[config.mk]
export PLATFORM = sky130hd
export DESIGN_NAME = gpio_bank_ctrl
export DESIGN_NICKNAME = d
export VERILOG_FILES = /design/src/rtl/gpio_bank_pkg.sv /design/src/rtl/gpio_addr_dec.sv /design/src/rtl/gpio_edge_unit.sv /design/src/rtl/gpio_bank_ctrl.sv
export SDC_FILE = /design/constraint.sdc
export NUM_CORES = 1
export LEC_CHECK = 0
export BUFFER_PORTS_ARGS = -buffer_cell sky130_fd_sc_hd__clkbuf_2
export CAP_MARGIN = 20
export CORE_ASPECT_RATIO = 0.9
export CORE_MARGIN = 1
export CORE_UTILIZATION = 52
export DETAILED_ROUTE_END_ITERATION = 16
export PLACE_DENSITY = 0.76
export SLEW_MARGIN = 20
export SYNTH_ARGS = -nofsm -noshare
export SYNTH_HDL_FRONTEND = slang
export SYNTH_HIERARCHICAL = 1
export SYNTH_SLANG_ARGS = --single-unit
[constraint.sdc]
create_clock -name clk_i -period 1.5 [get_ports clk_i]
set_input_delay 0 -clock clk_i [delete_from_list [all_inputs] [get_ports clk_i]]
set_output_delay 0 -clock clk_i [all_outputs]
set_load 0.05 [all_outputs]
[src/rtl/gpio_bank_pkg.sv]
package gpio_bank_pkg;
  localparam int WORD_W = 32;

  // order is the address map: feature k sits at k*N words
  typedef enum logic [2:0] {
    FEAT_LEVEL = 3'd0,
    FEAT_DIR   = 3'd1,
    FEAT_SET   = 3'd2,
    FEAT_CLR   = 3'd3,
    FEAT_RISE  = 3'd4,
    FEAT_FALL  = 3'd5,
    FEAT_STAT  = 3'd6,
    FEAT_ALTF  = 3'd7
  } gpio_feat_e;
endpackage

[src/rtl/gpio_addr_dec.sv]
module gpio_addr_dec
  import gpio_bank_pkg::*;
#(
  parameter int NW     = 2,
  parameter int ADDR_W = 7,
  parameter int IDX_W  = 2
) (
  input  logic [ADDR_W-1:0] addr_i,
  output gpio_feat_e        feat_o,
  output logic [IDX_W-1:0]  word_o,
  output logic              hit_o
);
  localparam int ALTF_BASE = 7 * NW;
  localparam int MAP_END   = 9 * NW;

  logic [31:0] wi;

  always_comb begin
    wi     = 32'(addr_i[ADDR_W-1:2]);
    hit_o  = 1'b0;
    feat_o = FEAT_LEVEL;
    word_o = '0;
    if (wi < 32'(ALTF_BASE)) begin
      hit_o  = 1'b1;
      feat_o = gpio_feat_e'(3'(wi / 32'(NW)));
      word_o = IDX_W'(wi % 32'(NW));
    end else if (wi < 32'(MAP_END)) begin
      hit_o  = 1'b1;
      feat_o = FEAT_ALTF;
      word_o = IDX_W'(wi - 32'(ALTF_BASE));
    end
  end
endmodule

[src/rtl/gpio_edge_unit.sv]
module gpio_edge_unit #(
  parameter int NUM_PINS = 64
) (
  input  logic                clk_i,
  input  logic                rst_ni,
  input  logic [NUM_PINS-1:0] pin_i,
  input  logic [NUM_PINS-1:0] rise_en_i,
  input  logic [NUM_PINS-1:0] fall_en_i,
  input  logic [NUM_PINS-1:0] clr_i,
  output logic [NUM_PINS-1:0] level_o,
  output logic [NUM_PINS-1:0] status_o
);
  for (genvar p = 0; p < NUM_PINS; p++) begin : g_pin
    logic s1_q, s2_q, prev_q, st_q;
    logic rise, fall;

    assign rise = s2_q & ~prev_q;
    assign fall = ~s2_q & prev_q;

    always_ff @(posedge clk_i or negedge rst_ni) begin
      if (!rst_ni) begin
        s1_q   <= 1'b0;
        s2_q   <= 1'b0;
        prev_q <= 1'b0;
        st_q   <= 1'b0;
      end else begin
        s1_q   <= pin_i[p];
        s2_q   <= s1_q;
        prev_q <= s2_q;
        // a fresh edge wins over a same-cycle clear
        st_q   <= (st_q & ~clr_i[p]) | (rise & rise_en_i[p]) | (fall & fall_en_i[p]);
      end
    end

    assign level_o[p]  = s2_q;
    assign status_o[p] = st_q;
  end

  // a pending bit only drops when cleared
  p_sticky_r8: assert property (@(posedge clk_i) disable iff (!rst_ni)
    1'b1 |=> (($past(status_o & ~clr_i) & ~status_o) == '0));

  // a new status bit needs an edge enable
  p_need_enable_r6: assert property (@(posedge clk_i) disable iff (!rst_ni)
    1'b1 |=> ((status_o & ~$past(status_o) & ~$past(rise_en_i | fall_en_i)) == '0));
endmodule

[src/rtl/gpio_bank_ctrl.sv]
module gpio_bank_ctrl
  import gpio_bank_pkg::*;
#(
  parameter int NUM_PINS = 64,
  parameter int ADDR_W   = $clog2(9 * (NUM_PINS / 32) * 4)
) (
  input  logic                  clk_i,
  input  logic                  rst_ni,
  input  logic                  req_i,
  input  logic                  we_i,
  input  logic [ADDR_W-1:0]     addr_i,
  input  logic [31:0]           wdata_i,
  output logic [31:0]           rdata_o,
  input  logic [NUM_PINS-1:0]   pin_in_i,
  output logic [NUM_PINS-1:0]   pin_out_o,
  output logic [NUM_PINS-1:0]   pin_oe_o,
  output logic [2*NUM_PINS-1:0] alt_fn_o,
  output logic                  irq_o
);
  localparam int NW    = NUM_PINS / WORD_W;
  localparam int NAW   = 2 * NW;
  localparam int IDX_W = $clog2(NAW);

  gpio_feat_e       feat;
  logic [IDX_W-1:0] word;
  logic             hit, wr_hit, rd_req;

  logic [NUM_PINS-1:0]   dir_q, dir_d, out_q, out_d, ren_q, ren_d, fen_q, fen_d;
  logic [NUM_PINS-1:0]   set_mask, clr_out_mask, stat_clr, level, status;
  logic [2*NUM_PINS-1:0] af_q, af_d;
  logic [31:0]           rd_d, rdata_q;

  gpio_addr_dec #(.NW(NW), .ADDR_W(ADDR_W), .IDX_W(IDX_W)) u_dec (
    .addr_i (addr_i),
    .feat_o (feat),
    .word_o (word),
    .hit_o  (hit)
  );

  gpio_edge_unit #(.NUM_PINS(NUM_PINS)) u_edge (
    .clk_i     (clk_i),
    .rst_ni    (rst_ni),
    .pin_i     (pin_in_i),
    .rise_en_i (ren_q),
    .fall_en_i (fen_q),
    .clr_i     (stat_clr),
    .level_o   (level),
    .status_o  (status)
  );

  assign wr_hit = req_i & we_i & hit;
  assign rd_req = req_i & ~we_i;

  always_comb begin
    dir_d        = dir_q;
    ren_d        = ren_q;
    fen_d        = fen_q;
    af_d         = af_q;
    set_mask     = '0;
    clr_out_mask = '0;
    stat_clr     = '0;
    if (wr_hit) begin
      for (int w = 0; w < NW; w++) begin
        if (word == IDX_W'(w)) begin
          unique case (feat)
            FEAT_DIR:  dir_d[w*WORD_W +: WORD_W]        = wdata_i;
            FEAT_SET:  set_mask[w*WORD_W +: WORD_W]     = wdata_i;
            FEAT_CLR:  clr_out_mask[w*WORD_W +: WORD_W] = wdata_i;
            FEAT_RISE: ren_d[w*WORD_W +: WORD_W]        = wdata_i;
            FEAT_FALL: fen_d[w*WORD_W +: WORD_W]        = wdata_i;
            FEAT_STAT: stat_clr[w*WORD_W +: WORD_W]     = wdata_i;
            default: ;
          endcase
        end
      end
      if (feat == FEAT_ALTF) begin
        for (int w = 0; w < NAW; w++) begin
          if (word == IDX_W'(w)) af_d[w*WORD_W +: WORD_W] = wdata_i;
        end
      end
    end
    out_d = (out_q | set_mask) & ~clr_out_mask;
  end

  always_comb begin
    rd_d = '0;
    if (hit) begin
      for (int w = 0; w < NW; w++) begin
        if (word == IDX_W'(w)) begin
          unique case (feat)
            FEAT_LEVEL: rd_d = level[w*WORD_W +: WORD_W];
            FEAT_DIR:   rd_d = dir_q[w*WORD_W +: WORD_W];
            FEAT_RISE:  rd_d = ren_q[w*WORD_W +: WORD_W];
            FEAT_FALL:  rd_d = fen_q[w*WORD_W +: WORD_W];
            FEAT_STAT:  rd_d = status[w*WORD_W +: WORD_W];
            default: ;
          endcase
        end
      end
      if (feat == FEAT_ALTF) begin
        for (int w = 0; w < NAW; w++) begin
          if (word == IDX_W'(w)) rd_d = af_q[w*WORD_W +: WORD_W];
        end
      end
    end
  end

  always_ff @(posedge clk_i or negedge rst_ni) begin
    if (!rst_ni) begin
      dir_q   <= '0;
      out_q   <= '0;
      ren_q   <= '0;
      fen_q   <= '0;
      af_q    <= '0;
      rdata_q <= '0;
    end else begin
      dir_q <= dir_d;
      out_q <= out_d;
      ren_q <= ren_d;
      fen_q <= fen_d;
      af_q  <= af_d;
      if (rd_req) rdata_q <= rd_d;
    end
  end

  assign rdata_o   = rdata_q;
  assign pin_out_o = out_q;
  assign pin_oe_o  = dir_q;
  assign alt_fn_o  = af_q;
  assign irq_o     = |status;

  // direction moves only on a direction write
  p_dir_stable_r3: assert property (@(posedge clk_i) disable iff (!rst_ni)
    !(wr_hit && feat == FEAT_DIR) |=> $stable(dir_q));

  // write-one set and clear land in the latch
  p_set_r4: assert property (@(posedge clk_i) disable iff (!rst_ni)
    1'b1 |=> ((out_q & $past(set_mask)) == $past(set_mask)));
  p_clr_r4: assert property (@(posedge clk_i) disable iff (!rst_ni)
    1'b1 |=> ((out_q & $past(clr_out_mask)) == '0));

  // set/clear words read as zero
  p_wo_read_r4: assert property (@(posedge clk_i) disable iff (!rst_ni)
    (rd_req && hit && (feat == FEAT_SET || feat == FEAT_CLR)) |=> (rdata_o == '0));

  // level writes touch nothing
  p_level_ro_r5: assert property (@(posedge clk_i) disable iff (!rst_ni)
    (wr_hit && feat == FEAT_LEVEL) |=> ($stable(dir_q) && $stable(out_q) && $stable(af_q)));

  // no interrupt can rise without an edge enable
  p_irq_src_r10: assert property (@(posedge clk_i) disable iff (!rst_ni)
    $rose(irq_o) |-> $past(|(ren_q | fen_q)));
endmodule

==> results of run 1 <==
==> critical path: cells and delay by family (launching register included) <==
kind                   cells  cell delay [ns]
buffers and inverters      1             0.17
DFF                        1             0.56
and+or+nand+nor            3             1.69
==> placed cells by master (no fill, tap or decap), types with 10 or more instances in the layout <==
master         netlist  routed
inv_1               15      11
buf_8                0      32
o21ai_0             48      13
o211ai_1            10      10
nand2b_4             0      61
a221oi_2             0      10
nand2_1            101      89
clkbuf_2             0     390
buf_4              153     223
mux4_2              36      36
and2_1              68      21
buf_12               0     120
nand3b_1            65      65
nand2b_1            74      12
clkbuf_8             0      13
nor2_1              45      23
buf_16               0      15
buf_6                2      98
mux2_2             328      59
clkbuf_16            0      86
dfrtp_1            672     672
a22oi_1             43      22
a21oi_2              0      80
mux2_4               0     276
and2_4               0      48
nor2_4               0      17
clkbuf_1            58      21
mux2i_1             70      63
a22oi_2              0      21
o211ai_2            64      64
a21oi_1            172      56
o21ai_2              0      12
o21ai_1              0      20
dlygate4sd3_1        0      98
a21oi_4              0      36
==> kinds of logic (layout without fill, tap and decap cells) <==
family,Yosys count,in the layout
flops,672,672
simple gates,417,417
other cells,0,1
mux,441,441
compound gates,429,430
buf+inv,285,1125
==> worst paths after layout <==
| path | slack, ns | depth (start not counted) | endpoint | startpoint |
|---|---|---|---|---|
| max in group asynchronous | 0.27 | 5 | u_edge/g_pin[49].s1_q | rst_ni |
| min | 0.01 | 2 | u_edge/g_pin[26].s1_q | pin_in_i[26] |
| max | -1.55 | 4 | irq_o | u_edge/g_pin[56].st_q |
| min reg2reg | 0.34 | 0 | u_edge/g_pin[49].s2_q | u_edge/g_pin[49].s1_q |
| min in group asynchronous | 0.41 | 3 | u_edge/g_pin[56].s1_q | rst_ni |
| max reg2reg | -0.32 | 4 | rdata_o[1] | ren_q[33] |
==> cell type report <==
class | instances | area (µm²) | share of cell area, %
Clock inverter | 14 | 163 | 0.374
Sequential cell | 672 | 16800 | 38.7
Inverter | 15 | 80.1 | 0.184
Antenna cell | 1 | 2.50 | 0.00575
Tap cell | 756 | 946 | 2.17
Clock buffer | 105 | 2030 | 4.68
Timing Repair Buffer | 991 | 9380 | 21.6
Multi-Input combinational cell | 1288 | 14100 | 32.4
==> per-stage QoR <==
stage / instance area (µm²) / hold slack, ns / setup TNS (ns) / total power, W / setup slack, ns
6_report: 43500 / 0.0120 / -158.30 / 0.0509 / -1.55
5_1_grt: 43500 / 0.0101 / -149.66 / 0.0519 / -1.62
4_1_cts: 40900 / 0.0134 / -74.41 / 0.0482 / -0.936
3_5_place_dp: 33500 / -0.0811 / -364.60 / 0.0302 / -0.928
3_3_place_gp: 33500 / -0.0813 / -347.73 / 0.0299 / -0.886
2_1_floorplan: 29500 / -0.296 / -164.81 / 0.0269 / -0.489
==> registers in the layout, summed over array words and instances (netlist names) <==
| register | flops |
|---|---|
| alt_fn_o | 128 |
| fen_q | 64 |
| pin_oe_o | 64 |
| pin_out_o | 64 |
| ren_q | 64 |
| u_edge/g_pin.prev_q | 64 |
| u_edge/g_pin.s1_q | 64 |
| u_edge/g_pin.s2_q | 64 |
| u_edge/g_pin.st_q | 64 |
| rdata_o | 32 |
==> layer usage <==
layer  global-route usage, %  vias to the layer above  share of wire, %
met4                    26.0                        8               9.6
met5                       0                        -              0.11
li1                        -                     9536                 -
met1                    51.7                    13100                34
met2                    59.9                     2639                42
met3                    12.3                     1010                15
==> report_power, final <==
part	internal [W]	switching, W
logic	0.00451	0.00727
clock network	0.00988	0.00752
registers	0.0198	0.00195
total	0.0342	0.0167
==> timing repair <==
action | in CTS | in global routing
setup buffers | 149 | 63
resized for setup | 510 | 572
setup endpoints to repair | 465 | 496
hold buffers | 98 | 1
gates cloned | 35 | 18
endpoints found under the hold margin | 1090 | 15
pin swaps | 117 | 141
==> results.py, run 1 <==
metrics = {
    "synthesis": {
        "synth_xor_area_share_pct": 0,
        "synth_area_leaders": "dfrtp_1, mux2_2, buf_4",
        "syn_area_per_cell_um2": 13.0,
        "synth_top_family_by_area": "multiplexers",
        "synth_edf_count": 0,
        "synth_compound_area_share_pct": 10.5,
        "synth_flop_cell": "dfrtp_1",
        "synth_nets": 2351,
        "ys_warn_count": 6,
        "synth-adder-area-share_pct": 0,
        "yosysTopAreaCellShare_pct": 57.5,
        "async_flop_share_pct": 100,
        "synth-simple-area-share_pct": 8.00,
        "ys_types": 53,
        "yosysMostFrequentCell": "dfrtp_1",
        "ys_seq_area_share_pct": 57.5,
        "yosysTopAreaCell": "dfrtp_1",
        "synth_commonest_cells": "dfrtp_1, mux2_2, a21oi_1",
        "netlist_instances": 2244,
        "synth.mux.area_fraction_pct": 18.1,
        "syn-cell-area_mm2": 0.0292,
        "synth-seq-cells": 672,
    },
    "grt": {
        "grt-ovfl-total": 0,
        "first_global_vias": 24800,
        "track_usage_pct": 40.3,
        "grt_pass1_wl_um": 167000,
        "grt_max_degree": 69,
        "antenna_found_initial": 4,
    },
    "timing": {
        "setup_slack_ns": -1.55,
        "worst-slew-pin-transition_ns": 0.747,
        "setup_viol": 485,
        "finalHoldViolCount": 0,
        "fin_crit_ns": 3.05,
        "final_max_slew_viol_count": 0,
        "clock.fmax_mhz": 328,
        "clock_skew_ns": 0.0332,
        "rsz0062_at_grt": "yes",
        "max_slew_margin_pct": 49.8,
        "min_period_over_period_pct": 203,
    },
    "placement": {
        "place.gp.congestion": 0.961,
        "dp_hpwl_um": 66200,
        "port_buffers": 393,
        "placed_cells": 3414,
    },
    "cts": {
        "clockBufferDepth": 3,
        "clkLatencyLatePin_ns": 0.65,
        "cts_tree": "done",
        "clkTransAtPathRegs_ns": 0.07,
        "ctsHtreeMaxLevel": 3,
        "clock_sinks": 672,
        "clockRootBuffer": "clkbuf_16",
        "numCtsBuffers": 69,
    },
    "floorplan": {
        "io_pins": 396,
        "core_region_area_mm2": 0.0556,
        "dieArea_mm2": 0.0572,
        "die_h_um": 227,
        "dieWidth_um": 252,
        "start_util_pct": 52.6,
        "num_rows": 82,
    },
    "detailed_routing": {
        "ant_nets": 0,
        "routed_via_density": 6.84,
        "routedWlPerCell_um": 35.8,
        "dr.pass1.iters": 8,
        "drtIter0Drc": 3967,
        "vias": 26300,
        "route.detailed.drc": 0,
        "wl_um": 138000,
    },
    "pwr": {
        "power.static_leakage_nw": 19.9,
        "peakVddDrop_uv": 960,
        "p_per_area_mw_per_mm2": 1170,
    },
    "min_path": {
        "hold_path_class": "in -> reg",
    },
    "cells_and_area": {
        "final_nets": 3144,
        "fin_util_pct": 78.2,
        "drive_gt1_share_pct": 58.5,
        "layout.cells.non_filler": 3842,
        "fillCellCount": 2719,
        "syn2layout_area_growth_pct": 48.8,
    },
    "run": {
        "maxCapViolCount": 0,
    },
    "run_status": {
        "status": "finished, violations left",
        "violations": "setup timing",
    },
    "setup_path": {
        "crit_chain": "nor4_2 > nand4_1 > or4_4 > buf_12",
        "crit_path_top_delay_cell": "nor4_2",
        "worstPathRequired_ns": 1.50,
        "cp-end-kind": "output port",
        "cpPeakStageDelay_ns": 0.76,
        "worstSetupPathType": "reg -> out",
        "cp_max_fo": 2,
        "critPathArrivalTime_ns": 3.05,
        "cp-start-kind": "flop",
    },
}
Power figures use the tool's default switching activity.
==> run 2, diff against run 1 <==
--- a/config.mk
+++ b/config.mk
@@ -5,6 +5,7 @@
 export SDC_FILE = /design/constraint.sdc
 export NUM_CORES = 1
 export LEC_CHECK = 0
+export ABC_AREA = 1
 export BUFFER_PORTS_ARGS = -buffer_cell sky130_fd_sc_hd__clkbuf_2
 export CAP_MARGIN = 20
 export CORE_ASPECT_RATIO = 0.9
==> run 2 against run 1 <==
  * The flow still finishes with violations (setup timing)
  * Via count increased by 3.2%
  * Largest power group unchanged
  * Register-to-register slack improved by 0.41 ns
  * Area after synthesis increased by 1.8%
  * First-iteration DRC count decreased by 24%
  * Maximum frequency increased by 36%
  * Clock-buffer cell count decreased by 10
  * Hold slack improved by 0.021 ns
==> results.py, run 2 <==
metrics = {
    "synthesis": {
        "netlist_instances": 3394,
        "ys_types": 30,
        "synth_commonest_cells": "nand2_1, dfrtp_1, nand3_1",
        "ys_warn_count": 6,
        "synth_area_leaders": "dfrtp_1, nand2_1, nand3_1",
        "syn_area_per_cell_um2": 8.77,
        "async_flop_share_pct": 100,
        "syn-cell-area_mm2": 0.0298,
        "synth_nets": 3501,
        "yosysTopAreaCell": "dfrtp_1",
        "synth_edf_count": 0,
        "synth-seq-cells": 672,
        "yosysMostFrequentCell": "nand2_1",
        "synth_flop_cell": "dfrtp_1",
        "ys_seq_area_share_pct": 56.5,
        "yosysTopAreaCellShare_pct": 56.5,
    },
    "placement": {
        "pre_cts_ws_ns": -0.719,
        "placed_cells": 4463,
        "dp_hpwl_um": 69900,
        "port_buffers": 393,
        "place.gp.congestion": 0.936,
    },
    "timing": {
        "max_slew_margin_pct": 42.5,
        "worst-slew-pin-transition_ns": 0.860,
        "finalHoldViolCount": 0,
        "setup_slack_ns": -0.748,
        "fin_crit_ns": 2.25,
        "final_max_slew_viol_count": 0,
        "setup_viol": 1,
        "rsz0062_at_grt": "yes",
        "min_period_over_period_pct": 150,
        "clock_skew_ns": 0.0319,
        "clock.fmax_mhz": 445,
    },
    "setup_path": {
        "crit_chain": "nor4_1 > nand4_1 > nor2_4 > nand2_4 > clkbuf_16",
        "worstPathRequired_ns": 1.50,
        "critPathArrivalTime_ns": 2.25,
        "worstSetupPathType": "reg -> out",
        "cp-start-kind": "flop",
        "crit_start": "u_edge/g_pin[27].st_q",
        "cp_max_fo": 2,
        "cp-end-kind": "output port",
        "cpPeakStageDelay_ns": 0.47,
        "crit_path_top_delay_cell": "nor4_1",
        "regToRegStartpoint": "u_edge/g_pin[42].st_q",
    },
    "min_path": {
        "hold_path_class": "in -> reg",
        "hp-start": "pin_in_i[20]",
    },
    "detailed_routing": {
        "wl_um": 102000,
        "routedWlPerCell_um": 21.8,
        "routed_via_density": 5.77,
        "ant_nets": 0,
        "vias": 27100,
        "dr.pass1.iters": 8,
        "drtIter0Drc": 3029,
        "route.detailed.drc": 0,
    },
    "floorplan": {
        "core_region_area_mm2": 0.0561,
        "num_rows": 82,
        "die_h_um": 229,
        "dieWidth_um": 254,
        "start_util_pct": 53.0,
        "io_pins": 396,
        "dieArea_mm2": 0.0582,
    },
    "cts": {
        "clkTransAtPathRegs_ns": 0.06,
        "clkLatencyLatePin_ns": 0.63,
        "ctsHtreeMaxLevel": 3,
        "clockBufferDepth": 3,
        "clock_sinks": 672,
        "numCtsBuffers": 69,
        "cts_tree": "done",
        "clockRootBuffer": "clkbuf_16",
    },
    "cells_and_area": {
        "final_nets": 4000,
        "final_cell_mix": "nand2_1, dfrtp_1, clkbuf_2",
        "syn2layout_area_growth_pct": 25.4,
        "drive_gt1_share_pct": 22.7,
        "final_common_cell": "nand2_1",
        "fillCellCount": 4391,
        "largest_register_ff_count": 128,
        "layout.cells.non_filler": 4701,
    },
    "grt": {
        "antenna_found_initial": 1,
        "grt_max_degree": 114,
        "grt-ovfl-total": 0,
        "track_usage_pct": 35.3,
        "first_global_vias": 25900,
        "grt_pass1_wl_um": 155000,
    },
    "pwr": {
        "peakVddDrop_uv": 1240,
        "p_per_area_mw_per_mm2": 1300,
        "power.static_leakage_nw": 18.7,
    },
    "run": {
        "maxCapViolCount": 0,
    },
    "run_status": {
        "status": "finished, violations left",
        "violations": "setup timing",
    },
}
run 2: cells by family after synthesis:
kind of cell    synth area share [%]
compound gates                  10.7
buf+inv                         10.5
flops                           56.5
simple gates                    22.3
run 2: through the flow:
stage	instance area, µm²	TNS, ns	util (%)	hold slack [ns]	power (W)
floorplan	30000	-1.53	-	-0.296	0.0271
finish	37300	-0.748	66.5	0.0327	0.0485
global route	37300	-0.734	66.5	0.0223	0.0501
global placement	33700	-159.91	60.0	-0.0898	0.0303
detailed placement	33700	-172.63	60.0	-0.0907	0.0305
CTS	37200	-0.679	66.2	0.00119	0.0484
run 2: layout make-up:
type | count | area [µm²] | share of cell area, %
sequential | 672 | 16800 | 45.0
clock inverter | 27 | 317 | 0.848
tap | 756 | 946 | 2.53
clock buffer | 95 | 2010 | 5.38
antenna | 1 | 2.50 | 0.00670
multi-input combinational | 2096 | 10100 | 27.1
timing repair buffer | 782 | 6100 | 16.3
inverter | 272 | 1030 | 2.75
run 2: critical path: cells and delay by family (launching register included):
family                 cells  cell delay [ns]
buffers and inverters      1             0.17
AND/OR/NAND/NOR            4             0.99
flip-flops                 1             0.44
run 2: final timing paths:
path,endpoint,slack (ns),cells past startpoint
min,u_edge/g_pin[20].s1_q,0.03,2
min reg2reg,u_edge/g_pin[60].s2_q,0.34,0
max,irq_o,-0.75,5
max in group asynchronous,u_edge/g_pin[51].st_q,0.15,3
min in group asynchronous,ren_q[33],0.06,3
max reg2reg,rdata_o[10],0.09,7
run 2: where the power goes:
group          internal (W)  switching, W  leakage [nW]
sequential           0.0198       0.00155          8.43
combinational       0.00266       0.00666          9.09
clock                0.0104       0.00741          1.15
run 2: repair_timing:
item,4_1_cts,5_1_grt
resized for setup,18,14
hold buffers,107,0
hold endpoints to repair,1024,0
setup endpoints to repair,20,31
gates cloned,1,1
pin swaps,4,6
buffers inserted,0,6
run 2: layer usage:
layer | global-route usage (%) | share of wire, % | vias up
li1 | - | - | 12100
met1 | 45.4 | 37 | 13000
met2 | 55.5 | 47 | 1641
met3 | 6.55 | 9.3 | 383
met4 | 21.7 | 6.9 | 0
met5 | 0 | 0 | -
